==> src/rtl/fan_tach_pkg.sv <==
package fan_tach_pkg;

  typedef enum logic [1:0] {
    W_IDLE  = 2'd0,
    W_GUARD = 2'd1,
    W_WAIT  = 2'd2,
    W_COUNT = 2'd3
  } win_state_t;

  // edges per measurement window, selected by a 2-bit field
  function automatic logic [3:0] edges_for_sel(input logic [1:0] sel);
    logic [3:0] n;
    case (sel)
      2'b00:   n = 4'd2;
      2'b01:   n = 4'd3;
      2'b10:   n = 4'd5;
      default: n = 4'd9;
    endcase
    return n;
  endfunction

endpackage

==> src/rtl/tach_sync_edge.sv <==
module tach_sync_edge #(
  parameter int SYNC_STAGES = 2
) (
  input  logic clk,
  input  logic rst_n,
  input  logic tach_in,
  output logic rise_o
);

  logic [SYNC_STAGES-1:0] sync_q;
  logic                   last_q;
  logic [SYNC_STAGES-1:0] sync_d;

  generate
    if (SYNC_STAGES == 1) begin : g_one
      always_comb sync_d = tach_in;
    end else begin : g_chain
      always_comb sync_d = {sync_q[SYNC_STAGES-2:0], tach_in};
    end
  endgenerate

  always_ff @(posedge clk or negedge rst_n) begin
    if (!rst_n) begin
      sync_q <= '0;
      last_q <= 1'b0;
    end else begin
      sync_q <= sync_d;
      last_q <= sync_q[SYNC_STAGES-1];
    end
  end

  // only a rising edge of the synchronized level counts
  assign rise_o = sync_q[SYNC_STAGES-1] & ~last_q;

endmodule

==> src/rtl/tach_window_fsm.sv <==
module tach_window_fsm
  import fan_tach_pkg::*;
#(
  parameter int CNT_W       = 16,
  parameter int GUARD_TICKS = 8
) (
  input  logic             clk,
  input  logic             rst_n,
  input  logic             tick_en,
  input  logic             rise,
  input  logic             gated_mode,
  input  logic             pwm_hi,
  input  logic [1:0]       edge_sel,
  output logic             done_o,
  output logic [CNT_W-1:0] val_o
);

  localparam int GW = (GUARD_TICKS < 2) ? 1 : $clog2(GUARD_TICKS);
  localparam logic [CNT_W-1:0] CNT_MAX   = {CNT_W{1'b1}};
  localparam logic [GW-1:0]    GUARD_END = GW'(GUARD_TICKS - 1);

  win_state_t       st_q, st_d;
  logic [CNT_W-1:0] cnt_q, cnt_d, cnt_inc;
  logic [3:0]       edg_q, edg_d, need;
  logic [GW-1:0]    g_q, g_d;
  logic             done_q, done_d;
  logic [CNT_W-1:0] val_q, val_d;
  logic             abort;

  assign need    = edges_for_sel(edge_sel);
  assign cnt_inc = (tick_en && (cnt_q != CNT_MAX)) ? cnt_q + 1'b1 : cnt_q;
  assign abort   = gated_mode && !pwm_hi && (st_q != W_IDLE);

  always_comb begin
    st_d   = st_q;
    cnt_d  = cnt_q;
    edg_d  = edg_q;
    g_d    = g_q;
    done_d = 1'b0;
    val_d  = val_q;
    case (st_q)
      W_IDLE: begin
        if (!gated_mode) begin
          st_d  = W_WAIT;
          cnt_d = '0;
        end else if (pwm_hi) begin
          st_d = W_GUARD;
          g_d  = '0;
        end
      end
      W_GUARD: begin
        if (!gated_mode) begin
          st_d  = W_WAIT;
          cnt_d = '0;
        end else if (tick_en) begin
          if (g_q == GUARD_END) begin
            st_d  = W_WAIT;
            cnt_d = '0;
          end else begin
            g_d = g_q + 1'b1;
          end
        end
      end
      W_WAIT: begin
        if (rise) begin
          st_d  = W_COUNT;
          cnt_d = '0;
          edg_d = 4'd1;
        end else if (cnt_inc == CNT_MAX) begin
          done_d = 1'b1;
          val_d  = CNT_MAX;
          cnt_d  = '0;
        end else begin
          cnt_d = cnt_inc;
        end
      end
      default: begin
        if (rise && ((edg_q + 4'd1) == need)) begin
          done_d = 1'b1;
          val_d  = cnt_inc;
          st_d   = W_WAIT;
          cnt_d  = '0;
        end else if (cnt_inc == CNT_MAX) begin
          done_d = 1'b1;
          val_d  = CNT_MAX;
          st_d   = W_WAIT;
          cnt_d  = '0;
        end else begin
          cnt_d = cnt_inc;
          if (rise) edg_d = edg_q + 4'd1;
        end
      end
    endcase
    if (abort) begin
      st_d   = W_IDLE;
      done_d = 1'b0;
      cnt_d  = '0;
    end
  end

  always_ff @(posedge clk or negedge rst_n) begin
    if (!rst_n) begin
      st_q   <= W_IDLE;
      cnt_q  <= '0;
      edg_q  <= '0;
      g_q    <= '0;
      done_q <= 1'b0;
      val_q  <= '0;
    end else begin
      st_q   <= st_d;
      cnt_q  <= cnt_d;
      edg_q  <= edg_d;
      g_q    <= g_d;
      done_q <= done_d;
      val_q  <= val_d;
    end
  end

  assign done_o = done_q;
  assign val_o  = val_q;

  // a count one short of full scale plus a tick ends the window with all ones
  assert_saturate_R2: assert property (@(posedge clk) disable iff (!rst_n)
    ((st_q == W_WAIT || st_q == W_COUNT) && cnt_q == CNT_MAX - 1'b1 && tick_en
      && !rise && !abort)
    |=> (done_o && val_o == CNT_MAX));

  // drive off in gated mode never yields a result
  assert_gated_off_R4: assert property (@(posedge clk) disable iff (!rst_n)
    (gated_mode && !pwm_hi) |=> !done_o);

  // leaving the guard requires the full guard count
  assert_guard_len_R5: assert property (@(posedge clk) disable iff (!rst_n)
    (st_q == W_WAIT && $past(st_q) == W_GUARD && $past(gated_mode))
    |-> ($past(g_q) == GUARD_END && $past(tick_en)));

endmodule

==> src/rtl/tach_update_ctrl.sv <==
module tach_update_ctrl #(
  parameter int CNT_W  = 16,
  parameter int UPD_T0 = 27000,
  parameter int UPD_T1 = 45000,
  parameter int UPD_T2 = 90000
) (
  input  logic             clk,
  input  logic             rst_n,
  input  logic             tick_en,
  input  logic             done_i,
  input  logic [CNT_W-1:0] val_i,
  input  logic             opp_mode,
  input  logic [1:0]       upd_sel,
  output logic [CNT_W-1:0] reading_o
);

  localparam int TMAX01 = (UPD_T0 > UPD_T1) ? UPD_T0 : UPD_T1;
  localparam int TMAX   = (TMAX01 > UPD_T2) ? TMAX01 : UPD_T2;
  localparam int UPD_W  = $clog2(TMAX + 1);

  logic [UPD_W-1:0] t_q, t_d, per_last;
  logic [CNT_W-1:0] rd_q, rd_d, pend_q, pend_d;
  logic             pv_q, pv_d;
  logic             expire;

  always_comb begin
    case (upd_sel)
      2'b00:   per_last = UPD_W'(UPD_T0 - 1);
      2'b01:   per_last = UPD_W'(UPD_T1 - 1);
      default: per_last = UPD_W'(UPD_T2 - 1);
    endcase
  end

  assign expire = tick_en && (t_q >= per_last);

  always_comb begin
    t_d    = tick_en ? t_q + 1'b1 : t_q;
    rd_d   = rd_q;
    pend_d = pend_q;
    pv_d   = pv_q;
    if (opp_mode && done_i) begin
      rd_d = val_i;
      t_d  = '0;
      pv_d = 1'b0;
    end else if (expire) begin
      t_d = '0;
      if (done_i) begin
        rd_d = val_i;
        pv_d = 1'b0;
      end else if (pv_q) begin
        rd_d = pend_q;
        pv_d = 1'b0;
      end
    end else if (done_i) begin
      pend_d = val_i;
      pv_d   = 1'b1;
    end
  end

  always_ff @(posedge clk or negedge rst_n) begin
    if (!rst_n) begin
      t_q    <= '0;
      rd_q   <= '0;
      pend_q <= '0;
      pv_q   <= 1'b0;
    end else begin
      t_q    <= t_d;
      rd_q   <= rd_d;
      pend_q <= pend_d;
      pv_q   <= pv_d;
    end
  end

  assign reading_o = rd_q;

  // an immediate load follows every completed result in opportunistic mode
  assert_opp_load_R7: assert property (@(posedge clk) disable iff (!rst_n)
    (opp_mode && done_i) |=> (reading_o == $past(val_i)));

  // a reading change only coincides with a freshly restarted interval
  assert_update_point_R6: assert property (@(posedge clk) disable iff (!rst_n)
    (reading_o != $past(reading_o)) |-> (t_q == '0));

endmodule

==> src/rtl/fan_tach_meter.sv <==
module fan_tach_meter #(
  parameter int CNT_W       = 16,
  parameter int GUARD_TICKS = 8,
  parameter int UPD_T0      = 27000,
  parameter int UPD_T1      = 45000,
  parameter int UPD_T2      = 90000
) (
  input  logic             clk,
  input  logic             rst_n,
  input  logic             tick_en,
  input  logic             tach_in,
  input  logic             pwm_hi,
  input  logic             gated_mode,
  input  logic [1:0]       edge_sel,
  input  logic [1:0]       upd_sel,
  input  logic             opp_mode,
  input  logic [CNT_W-1:0] min_limit,
  output logic [CNT_W-1:0] reading,
  output logic             below_min
);

  logic             rise;
  logic             done;
  logic [CNT_W-1:0] val;

  tach_sync_edge #(.SYNC_STAGES(2)) u_sync (
    .clk    (clk),
    .rst_n  (rst_n),
    .tach_in(tach_in),
    .rise_o (rise)
  );

  tach_window_fsm #(
    .CNT_W      (CNT_W),
    .GUARD_TICKS(GUARD_TICKS)
  ) u_win (
    .clk       (clk),
    .rst_n     (rst_n),
    .tick_en   (tick_en),
    .rise      (rise),
    .gated_mode(gated_mode),
    .pwm_hi    (pwm_hi),
    .edge_sel  (edge_sel),
    .done_o    (done),
    .val_o     (val)
  );

  tach_update_ctrl #(
    .CNT_W (CNT_W),
    .UPD_T0(UPD_T0),
    .UPD_T1(UPD_T1),
    .UPD_T2(UPD_T2)
  ) u_upd (
    .clk      (clk),
    .rst_n    (rst_n),
    .tick_en  (tick_en),
    .done_i   (done),
    .val_i    (val),
    .opp_mode (opp_mode),
    .upd_sel  (upd_sel),
    .reading_o(reading)
  );

  // slow-fan flag
  assign below_min = (reading > min_limit);

endmodule

==> config.mk <==
export PLATFORM = sky130hd
export DESIGN_NAME = fan_tach_meter
export DESIGN_NICKNAME = d
export VERILOG_FILES = /design/src/rtl/fan_tach_pkg.sv /design/src/rtl/tach_sync_edge.sv /design/src/rtl/tach_window_fsm.sv /design/src/rtl/tach_update_ctrl.sv /design/src/rtl/fan_tach_meter.sv
export SDC_FILE = /design/constraint.sdc
export NUM_CORES = 1
export LEC_CHECK = 0
export ABC_AREA = 1
export BUFFER_PORTS_ARGS = -buffer_cell sky130_fd_sc_hd__buf_2
export CORE_UTILIZATION = 30
export CTS_CLUSTER_DIAMETER = 100
export CTS_CLUSTER_SIZE = 10
export DETAILED_ROUTE_END_ITERATION = 6
export HOLD_SLACK_MARGIN = 0.03
export PLACE_DENSITY = 0.57
export SLEW_MARGIN = 20
export SYNTH_ARGS = -nofsm -noshare
export SYNTH_HDL_FRONTEND = slang
export SYNTH_SLANG_ARGS = --single-unit
==> constraint.sdc <==
create_clock -name clk -period 3.3 [get_ports clk]
set_input_delay 0.165 -clock clk [delete_from_list [all_inputs] [get_ports clk]]
set_output_delay 0.165 -clock clk [all_outputs]
set_load 0.05 [all_outputs]
==> key figures, run 1 <==
Global routing
  • Initial antenna violation count: 0
  • Total track usage: 13.3%
  • Vias in the first global route: 4385
  • GR Overflow Total: 0
  • Wire length of the first global-routing pass: 21500 um
  • Pin count of the biggest net entering global routing: 56

Routing
  • Metal2 WL: 5260 um
  • Vias: 4796
  • Post-DRT Antenna Nets: 0
  • Iter 0 DRT Violations: 330
  • Remaining DRCs: 0
  • Drt wl/cell: 11.5 um
  • Drt pass-1 iters: 5
  • Routed wire length: 12400 um
  • Number of vias per cell: 4.44
  • DRT met1 WL: 6540 um
  • Wire length on met3: 495 um
  • Top layer in use: met4

Yosys
  • Post-synthesis compound-gate area fraction: 11.9%
  • Xor and xnor area share after synthesis: 2.09%
  • Main combinational cell family by area after synthesis: simple AND/OR/NAND/NOR gates
  • YS warnings: 0
  • Synth top area cells: dfrtp_1 (41%), nand2_1 (14%), inv_1 (6.5%)
  • Area leader, netlist: dfrtp_1
  • Sequential share of the synthesized area: 40.6%
  • Synth Cell Area: 5860 sq um
  • Post-synth top area share: 40.6%
  • Syn Nets: 831
  • Synthesized flop and latch total: 95
  • Post-Synth Simple-Gate Area: 30.5%
  • Portion of netlist area occupied by mux cells: 0%
  • Adder-Cell Fraction of Synth Area: 5.98%
  • Syn avg cell area: 7.55 sq um
  • Post-synth cell types: 41
  • Post-synthesis cell count: 776

Power
  • Worst IR Drop VDD: 0.243 mV
  • PwrDens: 589 nW/um^2
  • LEAKAGE: 3.34 nW

STA
  • Clock skew: 0.00939 ns
  • Setup TNS: 0 ns
  • Worst slew pin tran: 0.727 ns
  • Fmax: 0.359 GHz
  • Slew HR: 51.5%
  • Final Hold Vio Count: 0
  • WHS: 0.188 ns
  • Period minus WS final: 2.79 ns
  • Final period utilization: 84.5%
  • RSZ-0062 raised after global routing: false
  • Final setup viols: 0
  • Final Slew Violations: 0

Cells and area
  • Ant. Diodes: 0
  • NumNets Final: 871
  • Fillers: 2033
  • Final Util: 35.2%
  • Area delta synth->final: 13.7%
  • Share of cells above drive strength 1: 13.0%

Floorplan
  • DIE HEIGHT: 142 um
  • Cell Rows: 50
  • Ports: 44
  • Die X: 142 um
  • Core Box Area: 18900 sq um
  • Starting density of the core: 31.0%
  • Die area: 20100 sq um

Clock tree
  • Total clock sinks: 95
  • Clock Tree Buf Depth: 2
  • CTS tree: done
  • Post-CTS Resized: 0
  • CTS clock-pin slew for the worst setup and hold paths: 0.07 ns
  • Setup Buffers After CTS: 0
  • CTS Buf Count: 9
  • H-tree levels: 3
  • Worst skew pair latency: 0.35 ns
  • Hold-fix buffers at CTS: 2
  • CTS root buf: clkbuf_16

Place
  • Port Buf Inserts: 43
  • Hpwl dp: 9210 um
  • Global placement routability congestion: 0.829

Worst setup path
  • Setup Crit Path Kind: register to register
  • CP max FO: 14
  • Crit path capture type: register
  • Critical path data required time: 3.50 ns
  • Critical path arrival: 2.99 ns
  • Startpoint type of the worst setup path: register

Run
  • Max-Cap Viols: 0

Hold path
  • Hold Crit Class: input port to register

Outcome
  • Run status: finished, final reports clean
[layout by cell type (no fill, tap or decap), drive strengths merged, types with 14 or more instances in the layout]
cell type / netlist / layout
ha: 28 / 28
dfrtp: 95 / 95
o21ai: 40 / 40
nand3: 60 / 60
o22ai: 14 / 14
inv: 107 / 109
nand2: 237 / 237
nor2: 76 / 76
a21oi: 34 / 34
nor3: 18 / 18
buf: 10 / 47
[state kept, by name, summed over array words and instances, names as in the netlist]
signal and count:
u_sync.sync_q 2, u_upd.pv_q 1, u_upd.pend_q 16, u_win.done_o 1, u_win.cnt_q 16, u_upd.t_q 17, u_win.val_o 16, u_win.st_q 2
u_sync.last_q 1, u_upd.reading_o 16, u_win.g_q 3, u_win.edg_q 4
[where the power goes]
part	switching, mW	total, mW	internal [mW]
logic	0.743	1.16	0.419
registers	0.198	1.63	1.43
clock network	0.458	1.13	0.670
[stage by stage]
step	cells	setup WS [ns]	total power, mW	instance area [sq um]
final	1081	0.511	3.92	6660
after global routing	1081	0.266	4.20	6660
after CTS	1081	0.574	3.97	6660
after detailed placement	1063	0.499	2.82	6320
after global placement	1063	0.495	2.81	6320
after floorplan	776	0.932	2.55	5860
[cell families after synthesis]
| family | Yosys count |
|---|---|
| and+or+nand+nor | 406 |
| AOI/OAI and AO/OA | 104 |
| xor gates and xnor gates | 14 |
| DFF | 95 |
| adders and majority gates | 28 |
| buffers and inverters | 129 |
[cell type report]
class                      count  area, sq um  share of cell area [%]
multi-input combinational    552         2960                    44.4
sequential                    95         2380                    35.7
inverter                     109          410                    6.16
tap                          260          325                    4.89
timing repair buffer          49          268                    4.02
clock buffer                  10          229                    3.44
clock inverter                 6         91.3                    1.37
[critical path, cell delays in order (launching register included)]
cell and delay [ns]:
dfrtp_1 0.43, ha_1 0.27, nand2_1 0.12, nor2_4 0.05
nand2_2 0.08, inv_2 0.05, nand2_4 0.16, nand2_1 0.17
nand2_1 0.09, nand2_1 0.09, inv_1 0.08, nand2_1 0.05
nor2_1 0.20, nand3_4 0.16, nand2_1 0.48, o22ai_1 0.15
[cell usage after synthesis (all sizes together)]
cell / instances
clkinv: 2
xnor2: 5
o21a: 7
nand3b: 1
xor2: 9
inv: 107
nor3: 18
a221oi: 1
clkbuf: 10
nand4: 10
buf: 10
a31o: 1
a21oi: 34
o211ai: 1
a32oi: 1
nand2: 237
nor4: 2
nand3: 60
dfrtp: 95
o221a: 1
or2: 1
ha: 28
nor2: 76
a211oi: 2
o21ai: 40
a31oi: 1
o22ai: 14
nor3b: 1
o211a: 1
[worst paths after layout]
path                                             from                        endpoint  slack (ns)  depth (start not counted)
setup / recovery           u_win.cnt_q[0]$_DFFE_PN0P_      u_win.cnt_q[4]$_DFFE_PN0P_        0.51                         15
hold / removal                             gated_mode       u_win.st_q[1]$_DFFE_PN0P_        0.19                          3
setup reg to reg           u_win.cnt_q[0]$_DFFE_PN0P_      u_win.cnt_q[4]$_DFFE_PN0P_        0.51                         15
hold reg to reg            u_sync.sync_q[0]$_DFF_PN0_      u_sync.sync_q[1]$_DFF_PN0_        0.35                          0
max in group asynchronous                       rst_n  u_upd.reading_o[8]$_DFFE_PN0P_        2.07                          3
min in group asynchronous                       rst_n       u_upd.t_q[13]$_DFFE_PN0P_        0.42                          2
[layer usage]
metal	global-route usage, %	vias up
met5	0	-
li1	-	2573
met4	3.74	0
met1	18.9	2128
met3	2.80	10
met2	20.1	85
Note: power is estimated with default switching activity, not from simulation.
==> inputs of run 2 (changes only) <==
--- a/config.mk
+++ b/config.mk
@@ -5,7 +5,7 @@
 export SDC_FILE = /design/constraint.sdc
 export NUM_CORES = 1
 export LEC_CHECK = 0
-export ABC_AREA = 1
+export ABC_AREA = 0
 export BUFFER_PORTS_ARGS = -buffer_cell sky130_fd_sc_hd__buf_2
 export CORE_UTILIZATION = 30
 export CTS_CLUSTER_DIAMETER = 100
==> constraint.sdc (replaced) <==
create_clock -name clk -period 2.6 [get_ports clk]
set_input_delay 0.13 -clock clk [delete_from_list [all_inputs] [get_ports clk]]
set_output_delay 0.13 -clock clk [all_outputs]
set_load 0.05 [all_outputs]
==> key figures, run 2 <==
Power
  • PwrDens: 505 nW/um^2 (-14%)
  • LEAKAGE: 3.41 nW (+2.0%)
  • Total Power: 3.67 mW (-6.3%)
  • Worst IR Drop VDD: 0.289 mV (+19%)

Place
  • Hpwl dp: 10400 um (+13%)
  • # placed instances: 928 (-13%)
  • Dpl cell area: 6700 sq um (+6.1%)
  • Dpl ws: -0.178 ns (-0.677 ns)
  • Global placement routability congestion: 0.935 (+13%)
  • Port Buf Inserts: 43 (unchanged)

Routing
  • Drt wl/cell: 14.8 um (+28%)
  • Iter 0 DRT Violations: 226 (-32%)
  • Post-DRT Antenna Nets: 0 (unchanged)
  • Drt pass-1 iters: 4 (-1)
  • Vias: 4700 (-2.0%)
  • Remaining DRCs: 0 (unchanged)
  • Routed wire length: 14000 um (+13%)
  • Number of vias per cell: 4.94 (+11%)

Global routing
  • Total track usage: 14.9% (+1.7 points)
  • GR Overflow Total: 0 (unchanged)
  • Vias in the first global route: 4767 (+8.7%)
  • Initial antenna violation count: 0 (unchanged)
  • Pin count of the biggest net entering global routing: 42 (-25%)
  • Wire length of the first global-routing pass: 23600 um (+10%)

Floorplan
  • Core Box Area: 18800 sq um (-0.33%)
  • Starting density of the core: 30.8% (-0.25 points)
  • Die X: 141 um (-0.56%)
  • Ports: 44 (unchanged)
  • DIE HEIGHT: 141 um (-0.56%)
  • Die area: 19900 sq um (-1.1%)
  • Cell Rows: 50 (unchanged)

STA
  • Final Slew Violations: 0 (unchanged)
  • Final Hold Vio Count: 0 (unchanged)
  • Worst slew pin tran: 0.756 ns (+0.0291 ns)
  • Fmax: 0.385 GHz (+7.3%)
  • WHS: 0.0738 ns (-0.115 ns)
  • Final setup viols: 0 (unchanged)
  • Period minus WS final: 2.60 ns (-0.189 ns)
  • Clock skew: 0.0143 ns (+0.00494 ns)
  • Slew HR: 49.3% (-2.2 points)
  • RSZ-0062 raised after global routing: true
  • Worst setup margin: 0.0000477 ns (-0.511 ns)
  • Final period utilization: 100% (+15 points)
  • Setup TNS: 0 ns (unchanged)

Yosys
  • Post-synth top area share: 41.1% (+0.46 points)
  • Post-synthesis compound-gate area fraction: 15.1% (+3.2 points)
  • Post-synthesis cell count: 590 (-24%)
  • Number of synthesized flops with an enable pin: 0 (unchanged)
  • YS warnings: 0 (unchanged)
  • Post-synth top cells: dfrtp_1 (95), nor2_1 (56), mux2_2 (48)
  • Most common cell in the netlist: dfrtp_1
  • Xor and xnor area share after synthesis: 3.78% (+1.7 points)
  • Main combinational cell family by area after synthesis: simple AND/OR/NAND/NOR gates
  • Synth Cell Area: 5790 sq um (-1.1%)
  • Synth top area cells: dfrtp_1 (41%), mux2_2 (9.3%), ha_1 (6.1%)
  • Portion of netlist area occupied by mux cells: 10.5% (+11 points)
  • Area leader, netlist: dfrtp_1
  • Synthesized flop and latch total: 95 (unchanged)
  • Syn avg cell area: 9.81 sq um (+30%)
  • Post-synth ARST share: 100% (unchanged)
  • Post-Synth Simple-Gate Area: 19.1% (-11 points)
  • Adder-Cell Fraction of Synth Area: 6.05% (+0.069 points)
  • Syn Nets: 645 (-22%)
  • Synth Flop Type: dfrtp_1
  • Post-synth cell types: 59 (+44%)
  • Sequential share of the synthesized area: 41.1% (+0.46 points)

Hold path
  • Hold_sp: pwm_hi
  • Hold Crit Class: input port to register

Worst setup path
  • Startpoint type of the worst setup path: register
  • Critical path arrival: 2.89 ns (-0.10 ns)
  • R2r setup slk: 0.00005 ns (-0.51 ns)
  • Worst R2R Start: u_win.cnt_q[1]$_DFFE_PN0P_
  • Crit path from: u_win.cnt_q[1]$_DFFE_PN0P_
  • Critical path data required time: 2.89 ns (-0.61 ns)
  • CP max FO: 8 (-6)
  • Setup Crit Path Kind: register to register
  • Crit path capture type: register

Cells and area
  • Area delta synth->final: 25.6%
  • NumNets Final: 742 (-15%)
  • Largest register FFs: 17 (unchanged)
  • Largest register by flop count: u_upd.t_q
  • Layout Cells excl Fill: 952 (-12%)
  • Ant. Diodes: 0 (unchanged)
  • Share of cells above drive strength 1: 32.2% (+19 points)
  • Commonest non-fill, non-tap cell in the layout: dfrtp_1
  • Fillers: 1870 (-8.0%)
  • Highest-count cells in the layout ignoring fill and taps: dfrtp_1 (93), buf_4 (64), nor2_1 (56), mux2_2 (48), nand2_1 (47)
  • Final Util: 38.6% (+3.4 points)
  • Final Instance Area: 7280 sq um (+9.3%)

Run
  • Max-Cap Viols: 0 (unchanged)

Clock tree
  • Worst skew pair latency: 0.36 ns (about the same)
  • CTS Buf Count: 9 (unchanged)
  • H-tree levels: 3 (unchanged)
  • CTS clock-pin slew for the worst setup and hold paths: 0.07 ns (about the same)
  • CTS root buf: clkbuf_16
  • Total clock sinks: 95 (unchanged)
  • CTS tree: done
  • Clock Tree Buf Depth: 2 (unchanged)

Outcome
  • Run status: finished, final reports clean
## run 2: changes by cell type after synthesis, moves of 12 or more
cell / delta
inv_1: -77
mux2_2: +48
o21ai_0: -15
nor2_1: -12
nand3_1: -25
nand2_1: -177
## run 2: cell type report
type	instances	area [sq um]	share of cell area, %
clock buffers	10	239	3.28
clock inverters	6	63.8	0.877
inverters	25	93.8	1.29
multi-input cells	441	3340	45.9
flip-flops and latches	95	2380	32.7
well taps	260	325	4.47
repair buffers	115	836	11.5
## run 2: what timing repair did
action                                  4_1_cts  5_1_grt
hold buffers                                  2        0
hold endpoints to repair                     40        0
gates cloned                                  0        1
gates resized for setup                      19       20
pin swaps                                     3        8
buffers inserted                              4        1
endpoints found under the setup margin       39       55
## run 2: worst max-delay path, cell delays in order, from the launching register on
cell and delay [ns]:
dfrtp_1 0.38, ha_2 0.19, nand4_1 0.11, buf_4 0.14
nor4_4 0.05, or3_4 0.40, a2111oi_4 0.35, buf_4 0.18
nand4b_4 0.13, or2_4 0.29, clkbuf_16 0.19, a21oi_4 0.11
## run 2: metal layers
layer  GRT usage (%)  share of wire, %  up-vias
met3            3.36               3.4       27
met5               0                 0        -
met1            19.7                49     2273
li1                -                 -     2331
met2            24.3                46       69
met4            4.52               1.6        0
## run 2: final timing paths
kind,endpoint,cells past startpoint
max,u_win.val_o[2]$_DFFE_PN0P_,11
min,u_win.st_q[1]$_DFFE_PN0P_,3
max reg2reg,u_win.val_o[2]$_DFFE_PN0P_,11
min reg2reg,u_sync.sync_q[1]$_DFF_PN0_,0
max in group asynchronous,u_upd.pend_q[2]$_DFFE_PN0P_,3
min in group asynchronous,u_win.cnt_q[11]$_DFFE_PN0P_,2
## run 2: cells by family (layout without fill, tap and decap cells)
logic type               count (synthesis)  in the layout
AND/OR/NAND/NOR                        216            216
AO/OA/AOI/OAI                          117            117
flip-flops                              95             95
multiplexers                            55             55
buffers and inverters                   54            156
adder cells (fa/ha/maj)                 28             28
XOR/XNOR                                25             25
## run 2: power breakdown
part	leakage [nW]	switching, mW	total, mW	internal [mW]
clock	0.145	0.632	1.33	0.700
sequential	1.28	0.111	1.68	1.57
combinational	1.98	0.364	0.655	0.291
==> inputs of run 3 (changes only) <==
--- a/config.mk
+++ b/config.mk
@@ -11,9 +11,11 @@
 export CTS_CLUSTER_DIAMETER = 100
 export CTS_CLUSTER_SIZE = 10
 export DETAILED_ROUTE_END_ITERATION = 6
+export GPL_ROUTABILITY_DRIVEN = 0
 export HOLD_SLACK_MARGIN = 0.03
 export PLACE_DENSITY = 0.57
 export SLEW_MARGIN = 20
 export SYNTH_ARGS = -nofsm -noshare
 export SYNTH_HDL_FRONTEND = slang
+export SYNTH_HIERARCHICAL = 1
 export SYNTH_SLANG_ARGS = --single-unit
==> key figures, run 3 <==
Yosys
  • Post-synth top cells: dfrtp_1 (95), nand2_1 (52), a21oi_1 (44), inv_1 (44), nor2_1 (37)
  • Post-synth top area share: 42.1% (+1.1 points)
  • Syn avg cell area: 9.56 sq um (-2.6%)
  • Sequential share of the synthesized area: 42.1% (+1.1 points)
  • Post-synth cell types: 73 (+24%)
  • Syn Nets: 647 (+0.31%)
  • Synthesized flop and latch total: 95 (unchanged)
  • Number of synthesized flops with an enable pin: 0 (unchanged)
  • YS warnings: 6 (+6)
  • Synth Cell Area: 5640 sq um (-2.6%)
  • Most common cell in the netlist: dfrtp_1
  • Post-synth ARST share: 100% (unchanged)
  • Synth Flop Type: dfrtp_1
  • Area leader, netlist: dfrtp_1
  • Post-synthesis cell count: 590 (unchanged)
  • Synth top area cells: dfrtp_1 (42%), ha_1 (6.7%), a21oi_1 (3.9%)

Outcome
  • Failing checks: DRC, setup timing
  • Run status: finished, violations left

Floorplan
  • Ports: 44 (unchanged)
  • Starting density of the core: 31.0% (+0.23 points)
  • DIE HEIGHT: 139 um (-1.3%)
  • Die area: 19400 sq um (-2.6%)
  • Cell Rows: 49 (-2.0%)
  • Die X: 139 um (-1.3%)
  • Core Box Area: 18200 sq um (-3.3%)

STA
  • Worst setup margin: -0.0464 ns (-0.0465 ns)
  • Final period utilization: 102% (+1.8 points)
  • Clock skew: 0.00711 ns (-0.00721 ns)
  • Fmax: 0.378 GHz (-1.8%)
  • Final Slew Violations: 0 (unchanged)
  • Slew HR: 52.9% (+3.6 points)
  • WHS: 0.0672 ns (-0.00660 ns)
  • Final setup viols: 12 (+12)
  • Worst slew pin tran: 0.704 ns (-0.0522 ns)
  • Final Hold Vio Count: 0 (unchanged)
  • Period minus WS final: 2.65 ns (+0.0465 ns)
  • RSZ-0062 raised after global routing: true
  • Setup TNS: -0.248 ns (-0.248 ns)

Cells and area
  • Highest-count cells in the layout ignoring fill and taps: dfrtp_1 (95), nand2_1 (51), buf_4 (48), inv_1 (44), buf_2 (42)
  • Commonest non-fill, non-tap cell in the layout: dfrtp_1
  • Share of cells above drive strength 1: 26.1% (-6.2 points)
  • Ant. Diodes: 0 (unchanged)
  • Largest register FFs: 17 (unchanged)
  • NumNets Final: 731 (-1.5%)
  • Area delta synth->final: 22.8%
  • Largest register by flop count: u_upd/t_q

Global routing
  • GR Overflow Total: 0 (unchanged)
  • Initial antenna violation count: 0 (unchanged)
  • Vias in the first global route: 4602 (-3.5%)
  • Pin count of the biggest net entering global routing: 51 (+21%)
  • Total track usage: 14.4% (-0.57 points)
  • Wire length of the first global-routing pass: 22600 um (-4.3%)

Worst setup path
  • Setup Crit Path Kind: register to register
  • R2r setup slk: -0.05 ns (-0.05 ns)
  • Startpoint type of the worst setup path: register
  • CP max FO: 21 (+13)
  • Worst R2R Start: u_win/cnt_q[0]$_DFFE_PN0P_
  • Crit path capture type: register
  • Critical path arrival: 2.88 ns (about the same)
  • Reg2Reg Capture Point: u_win/cnt_q[12]$_DFFE_PN0P_
  • R2R depth: 9 (-2)
  • Critical path data required time: 2.83 ns (-0.06 ns)

Place
  • Port Buf Inserts: 43 (unchanged)
  • Dpl ws: -0.0821 ns (+0.0961 ns)
  • Hpwl dp: 9660 um (-7.4%)

Routing
  • Routed wire length: 13400 um (-4.7%)
  • Iter 0 DRT Violations: 321 (+42%)
  • Remaining DRCs: 8 (+8)
  • Drt pass-1 iters: 7 (+3)
  • Drt wl/cell: 14.7 um (about the same)
  • Number of vias per cell: 5.16 (+4.5%)
  • Vias: 4686 (-0.30%)
  • Post-DRT Antenna Nets: 0 (unchanged)

Power
  • PwrDens: 616 nW/um^2 (+22%)
  • Total Power: 4.27 mW (+16%)
  • Worst IR Drop VDD: 0.245 mV (-15%)
  • LEAKAGE: 3.28 nW (-3.6%)

Clock tree
  • CTS Buf Count: 9 (unchanged)
  • Worst skew pair latency: 0.35 ns (about the same)
  • Total clock sinks: 95 (unchanged)
  • CTS tree: done
  • CTS clock-pin slew for the worst setup and hold paths: 0.07 ns (about the same)
  • CTS root buf: clkbuf_16
  • H-tree levels: 3 (unchanged)
  • Clock Tree Buf Depth: 2 (unchanged)

Hold path
  • Hold Crit Class: input port to register
  • Hold_sp: pwm_hi
  • Hold endpoint: u_win/st_q[0]$_DFFE_PN0P_
  • Hold depth: 3 (unchanged)

Run
  • Max-Cap Viols: 0 (unchanged)
## run 3: cell types whose count changed in the layout (fill, tap and decap cells not counted), sizes merged, moves of 12 or more
cell,previous run,this run
nand3,31,18
inv,27,44
nor2,56,38
and3,11,23
o2bb2ai,0,13
mux2,48,17
a22oi,0,14
buf,112,96
## run 3: kinds of logic (layout without fill, tap and decap cells)
family / count (synthesis) / after routing / share of synthesized area (%)
simple gates: 198 / 198 / 18.6
xor+xnor: 28 / 28 / 4.35
mux: 19 / 19 / 3.75
compound gates: 149 / 150 / 19.2
buf+inv: 71 / 159 / 5.32
flops: 95 / 95 / 42.1
fa+ha+maj: 30 / 30 / 6.65
## run 3: report_power, final
part	internal [mW]	switching (mW)	leakage, nW
Clock	0.698	0.548	0.136
Combinational	0.491	0.465	1.94
Sequential	1.80	0.271	1.21
Total	2.99	1.28	3.28
## run 3: repair_timing
action                                  in CTS  in global routing
endpoints found under the setup margin      21                 32
pin swaps                                    6                 16
hold endpoints to repair                    51                  0
hold buffers                                 3                  0
setup buffers                                1                  5
gates resized for setup                     10                 18
gates cloned                                 1                  0
## run 3: layer usage
metal  part of all wire, %  up-vias  GRT usage, %
met5                     0        -             0
met4                   1.9        0          6.26
met3                   3.4       20          2.28
met2                    47       93          23.2
met1                    48     2265          19.0
li1                      -     2308             -
## run 3: area by class of cell
| type | count | area, sq um |
|---|---|---|
| clock buffers | 13 | 260 |
| inverters | 44 | 165 |
| repair buffers | 99 | 694 |
| clock inverters | 3 | 17.5 |
| fillers | 1781 | 11300 |
| flip-flops and latches | 95 | 2380 |
| multi-input cells | 425 | 3130 |
| well taps | 229 | 287 |
## run 3: stage by stage
step           instances  util [%]  area (sq um)
2_1_floorplan        590         -          5680
3_3_place_gp         882      35.3          6420
3_5_place_dp         882      35.3          6420
4_1_cts              903      37.4          6820
5_1_grt              908      38.1          6930
6_report             908      38.1          6930
## run 3: worst max-delay path by stage
stage / start / end / slack (ns) / cells past startpoint
2_1_floorplan: u_win/cnt_q[0]$_DFFE_PN0P_ / u_win/val_o[12]$_DFFE_PN0P_ / -0.26 / 11
3_3_place_gp: u_win/cnt_q[0]$_DFFE_PN0P_ / u_win/val_o[11]$_DFFE_PN0P_ / -0.02 / 9
3_5_place_dp: u_win/cnt_q[0]$_DFFE_PN0P_ / u_win/val_o[11]$_DFFE_PN0P_ / -0.08 / 9
4_1_cts: u_win/cnt_q[0]$_DFFE_PN0P_ / u_win/val_o[15]$_DFFE_PN0P_ / -0.03 / 10
5_1_grt: u_win/cnt_q[3]$_DFFE_PN0P_ / u_win/val_o[8]$_DFFE_PN0P_ / -0.16 / 10
6_report: u_win/cnt_q[0]$_DFFE_PN0P_ / u_win/cnt_q[12]$_DFFE_PN0P_ / -0.05 / 9
## run 3: critical path: stages, from the launching register on
cell     delay, ns
dfrtp_1       0.39
ha_4          0.17
nand3_4       0.08
or4_4         0.53
a211o_1       0.31
nor4_4        0.34
nor3b_2       0.10
buf_12        0.16
and3_1        0.16
a221o_1       0.26
